File: src/rtl/dphy_bringup_seq.sv
module dphy_bringup_seq #(
  parameter int          CYC_15NS     = 8,
  parameter int          LOCK_TIMEOUT = 2000,
  parameter int          POLL_LIMIT   = 16,
  parameter int          NUM_RATE     = 4,
  parameter int          NUM_PHY      = 6,
  parameter int          PHY_ID       = 0,
  parameter logic [7:0]  MPHY_CODE    = 8'h25,
  parameter logic [7:0]  POLL_CODE    = 8'h1F,
  parameter logic [3:0]  READY_STATE  = 4'h5,
  localparam int         RCW          = $clog2(NUM_RATE + 1)
) (
  input  logic                  clk,
  input  logic                  rst_n,
  input  logic                  master_mode,
  input  logic [RCW-1:0]        rate_count,
  input  logic [8*NUM_RATE-1:0] rate_code,
  input  logic [8*NUM_RATE-1:0] rate_data,
  input  logic                  pll_locked,
  input  logic [3:0]            phy_state,
  input  logic                  cmd_done,
  output logic                  phy_rstz,
  output logic                  phy_shutdownz,
  output logic                  test_clr,
  output logic                  cmd_req,
  output logic [7:0]            cmd_code,
  output logic [7:0]            cmd_data,
  output logic [9:0]            lane_dir,
  output logic [NUM_PHY-1:0]    clk_lane_en,
  output logic                  seq_done,
  output logic                  seq_err
);
  localparam int IDXW = (NUM_RATE > 1) ? $clog2(NUM_RATE) : 1;
  localparam int MAXW = (LOCK_TIMEOUT > POLL_LIMIT) ? LOCK_TIMEOUT : POLL_LIMIT;
  localparam int MAXC = (MAXW > CYC_15NS) ? MAXW : CYC_15NS;
  localparam int CNTW = $clog2(MAXC + 1);

  typedef enum logic [3:0] {
    S_INIT, S_SHUT, S_CLR0, S_CLR1, S_CLR2, S_MPHY, S_RATE, S_NORM,
    S_DIR, S_CLKEN, S_RELSD, S_LOCK, S_POLL, S_DONE, S_ERR
  } st_t;

  st_t            st;
  logic [CNTW-1:0] cnt;
  logic [IDXW-1:0] idx;
  logic [RCW-1:0]  n_pairs;
  logic            gap_end;

  assign n_pairs = (rate_count > RCW'(NUM_RATE)) ? RCW'(NUM_RATE) : rate_count;
  assign gap_end = (cnt == CNTW'(CYC_15NS - 1));

  assign phy_rstz      = (st >= S_LOCK);
  assign phy_shutdownz = (st == S_INIT) || (st >= S_RELSD);
  assign test_clr      = (st == S_CLR1);
  assign lane_dir      = (st >= S_DIR) ? 10'h03F : 10'h000;
  assign clk_lane_en   = (st >= S_CLKEN) ? (NUM_PHY'(1) << PHY_ID) : '0;
  assign seq_done      = (st == S_DONE);
  assign seq_err       = (st == S_ERR);

  always_comb begin
    cmd_code = 8'h00;
    cmd_data = 8'h00;
    case (st)
      S_MPHY: begin cmd_code = MPHY_CODE; cmd_data = {7'b0, master_mode}; end
      S_RATE: begin cmd_code = rate_code[8*idx +: 8]; cmd_data = rate_data[8*idx +: 8]; end
      S_POLL: begin cmd_code = POLL_CODE; cmd_data = 8'h80; end
      default: ;
    endcase
  end

  always_ff @(posedge clk or negedge rst_n) begin
    if (!rst_n) begin
      st      <= S_INIT;
      cnt     <= '0;
      idx     <= '0;
      cmd_req <= 1'b0;
    end else begin
      case (st)
        S_INIT: st <= S_SHUT;
        S_SHUT: st <= S_CLR0;
        S_CLR0: if (gap_end) begin cnt <= '0; st <= S_CLR1; end else cnt <= cnt + 1'b1;
        S_CLR1: if (gap_end) begin cnt <= '0; st <= S_CLR2; end else cnt <= cnt + 1'b1;
        S_CLR2: if (gap_end) begin cnt <= '0; st <= S_MPHY; end else cnt <= cnt + 1'b1;
        S_MPHY: begin
          if (!cmd_req) cmd_req <= 1'b1;
          else if (cmd_done) begin
            cmd_req <= 1'b0;
            st      <= (n_pairs == '0) ? S_NORM : S_RATE;
          end
        end
        S_RATE: begin
          if (!cmd_req) cmd_req <= 1'b1;
          else if (cmd_done) begin
            cmd_req <= 1'b0;
            if (RCW'(idx) + RCW'(1) >= n_pairs) begin
              idx <= '0;
              st  <= S_NORM;
            end else begin
              idx <= idx + 1'b1;
            end
          end
        end
        S_NORM: begin
          if (!cmd_req) cmd_req <= 1'b1;
          else if (cmd_done) begin
            cmd_req <= 1'b0;
            st      <= S_DIR;
          end
        end
        S_DIR:   st <= S_CLKEN;
        S_CLKEN: st <= S_RELSD;
        S_RELSD: if (gap_end) begin cnt <= '0; st <= S_LOCK; end else cnt <= cnt + 1'b1;
        S_LOCK: begin
          if (pll_locked) begin
            cnt <= '0;
            st  <= S_POLL;
          end else if (cnt == CNTW'(LOCK_TIMEOUT - 1)) begin
            st <= S_ERR;
          end else begin
            cnt <= cnt + 1'b1;
          end
        end
        S_POLL: begin
          if (!cmd_req) cmd_req <= 1'b1;
          else if (cmd_done) begin
            cmd_req <= 1'b0;
            if (phy_state == READY_STATE) st <= S_DONE;
            else if (cnt == CNTW'(POLL_LIMIT - 1)) st <= S_ERR;
            else cnt <= cnt + 1'b1;
          end
        end
        default: ;
      endcase
    end
  end
endmodule

File: config.mk
export PLATFORM = sky130hd
export DESIGN_NAME = dphy_bringup_seq
export DESIGN_NICKNAME = d
export VERILOG_FILES = /design/src/rtl/dphy_bringup_seq.sv
export SDC_FILE = /design/constraint.sdc
export NUM_CORES = 1
export LEC_CHECK = 0
export ABC_AREA = 1
export BUFFER_PORTS_ARGS = -buffer_cell sky130_fd_sc_hd__buf_2
export CAP_MARGIN = 20
export CORE_UTILIZATION = 40
export CTS_CLUSTER_SIZE = 8
export DETAILED_ROUTE_END_ITERATION = 12
export GPL_TIMING_DRIVEN = 0
export PLACE_DENSITY = 0.79
export RECOVER_POWER = 25
export SETUP_SLACK_MARGIN = 0.15
export SYNTH_ARGS = -nofsm -noshare
export SYNTH_HDL_FRONTEND = slang
export SYNTH_SLANG_ARGS = --single-unit
File: constraint.sdc
create_clock -name clk -period 3.3 [get_ports clk]
set_input_delay 0.825 -clock clk [delete_from_list [all_inputs] [get_ports clk]]
set_output_delay 0.825 -clock clk [all_outputs]
set_load 0.1 [all_outputs]
==> run metrics <==
status=finished, final reports clean; Die Area=5874 sq um; worst reg2reg endpoint=st[1]; crit start category=flop; achievable frequency=326.2 MHz; Reg2Reg Launch Point=idx[0]; Pre-antenna DRT Iters=5; largest net degree at the start of global routing=19; initial antenna violation count=0; warnings from Yosys=0; Reg clk slew, reported paths=0.08 ns; post-CTS setup buffers=0; slowest stage delay, CP=0.48 ns; height of the die=76.64 um; share of cells above drive strength 1=0.2953; GRT Total Usage=0.2486; post-synth cell types=32; CTS Buf Count=3; top cell family by delay on the critical path=buffers and inverters; max-slew violation count=0; Worst Tran Pin Value=1.084 ns; H-tree depth=1; Worst Path Arrival=2.24 ns; max_slew headroom=0.2773; first-pass GRT wire length=12050 um; Layout Skew=0.005238 ns; Worst Path Max Fanout=10; Synth Instances=392; CP Class=reg -> out; # resized after CTS=7; vias in the first global route=2665; DRT iter0 DRCs=238; CTS max path bufs=2; max cap viols=0; number of cells on the critical path=8; GP Congestion=0.8775; worst-path cell chain=inv_1, nand2_1, nor2_4, inv_1, buf_2, a221o_1, nand2_1, buf_4; Total Routed Length=7277 um; worst-skew pair later-pin latency=0.26 ns; final hold violation count=0; most frequent cells in the layout=nand2_1 (121), buf_2 (92), nor2_1 (59), inv_1 (32), o21ai_0 (27); total congestion overflow=0; CP required=2.47 ns; critical path endpoint category=output port; RSZ-0062 raised after global routing=yes; synthesis-stage register bit count=18; Placeable Area=5238 sq um; min cycle time layout=3.065 ns; WL/cell=12.59 um; Seq/Total Area, Yosys=0.2021; Avg Synthesized Cell Area=5.685 sq um; vias per cell=5.033; Min-Delay Path Class=reg -> reg; I/O Pins=114; worst-case reg-to-reg path depth=9; port buffer count=104; clock sink total=18; Peak supply drop=0.4234 mV; post-route ant nets=0; pwr/cell area=571.2 nW/um^2; Clock Tree Root=clkbuf_8; post-detail-place hpwl=5795 um; vias after detailed routing=2909; Final WS setup=0.2345 ns; dpl ws=0.3116 ns; Mapped Area=2228 sq um; Area growth syn-to-layout=34.03%; Util after Layout=0.5702; post-route DRC violation count=0; CP endpoint=cmd_code[2]; width of the die=76.64 um; num rows=26; CP bufs+invs=4; commonest non-fill, non-tap cell in the layout=nand2_1; CTS tree=yes; Initial Utilization=0.4255; final setup fails=0; CP Launch Point=st[3]; R2R setup slack=1.12 ns; Leak=0.001713 uW; CP max-delay cell=dfrtp_1; Tcrit/Tclk final=0.9289; Post-CTS Hold Fix Bufs=0; Antenna Diode Count=0; Final Hold Slack=0.5404 ns; NumNets Final=590
worst reg2reg max path, stage by stage (launching register included):
cell and delay (ns):
dfrtp_1 0.42, ha_1 0.33, ha_1 0.30, nand2_1 0.05, o211ai_1 0.15, inv_1 0.10, a21oi_1 0.40, nand2_1 0.18
nand2_1 0.09, nand2_1 0.05
registers in the layout, summed over array words and instances, names as in the netlist:
| signal | count |
|---|---|
| st | 4 |
| cmd_req | 1 |
| idx | 2 |
| cnt | 11 |
logic make-up (layout without fill, tap and decap cells):
kind of cell | Yosys count | count (layout) | share of synthesized area
simple gates | 222 | 222 | 0.4183
compound gates | 74 | 74 | 0.1909
buf+inv | 69 | 177 | 0.1471
flops | 18 | 18 | 0.2021
fa+ha+maj | 5 | 5 | 0.02807
xor+xnor | 3 | 3 | 0.01179
other cells | 1 | 9 | 0.001683
power breakdown:
part           leakage (uW)  internal, uW  switching [uW]
clock             0.0000288           106            85.8
sequential         0.000235           273            62.4
combinational       0.00145           310             869
total               0.00171           689            1020
worst min-delay path by stage:
stage | from | endpoint | depth (start not counted)
6_report | cnt[6] | cnt[6] | 2
3_3_place_gp | cnt[9] | cnt[9] | 2
2_1_floorplan | cnt[6] | cnt[6] | 2
3_5_place_dp | cnt[6] | cnt[6] | 2
5_1_grt | cnt[6] | cnt[6] | 2
4_1_cts | rst_n | cnt[0] | 1
cells in the mapped netlist, drive strengths merged:
master	n	area share
a21boi	1	0.0034
a21oi	26	0.058
a221o	5	0.022
a31oi	10	0.028
a32o	1	0.0045
and2	1	0.0039
and3	1	0.0028
buf	19	0.062
clkbuf	13	0.022
clkinv	1	0.0017
conb	1	0.0017
dfrtp	18	0.20
ha	5	0.028
inv	36	0.061
nand2	123	0.21
nand3	24	0.056
nand4	7	0.022
nor2	63	0.11
nor3	2	0.0045
o211ai	4	0.013
o21ai	27	0.061
or2	1	0.0039
xnor2	1	0.0039
xor2	2	0.0079
routing by layer:
layer  vias up  share of wire  global-route usage
met5         -              0                   0
met4         0          0.014             0.05962
met3        11          0.069             0.03234
met2       131           0.48              0.4378
met1      1283           0.44              0.3187
li1       1484              -                   -
metrics by stage:
stage	power, uW	instances	instance area (sq um)	TNS (ns)
floorplan	1253	400	2278	-0.6572
global placement	1481	574	2887	0
detailed placement	1495	574	2887	0
CTS	1696	578	2958	0
global route	1816	578	2987	0
finish	1706	578	2987	0
cell type report:
class | instances | area, sq um
Clock buffer | 4 | 55.05
Multi-Input combinational cell | 313 | 1505
Buffer | 32 | 195.2
Fill cell | 534 | 2251
Tap cell | 70 | 87.58
Sequential cell | 18 | 450.4
Timing Repair Buffer | 104 | 554.3
Inverter | 37 | 138.9
Note: power is estimated with default switching activity, not from simulation.
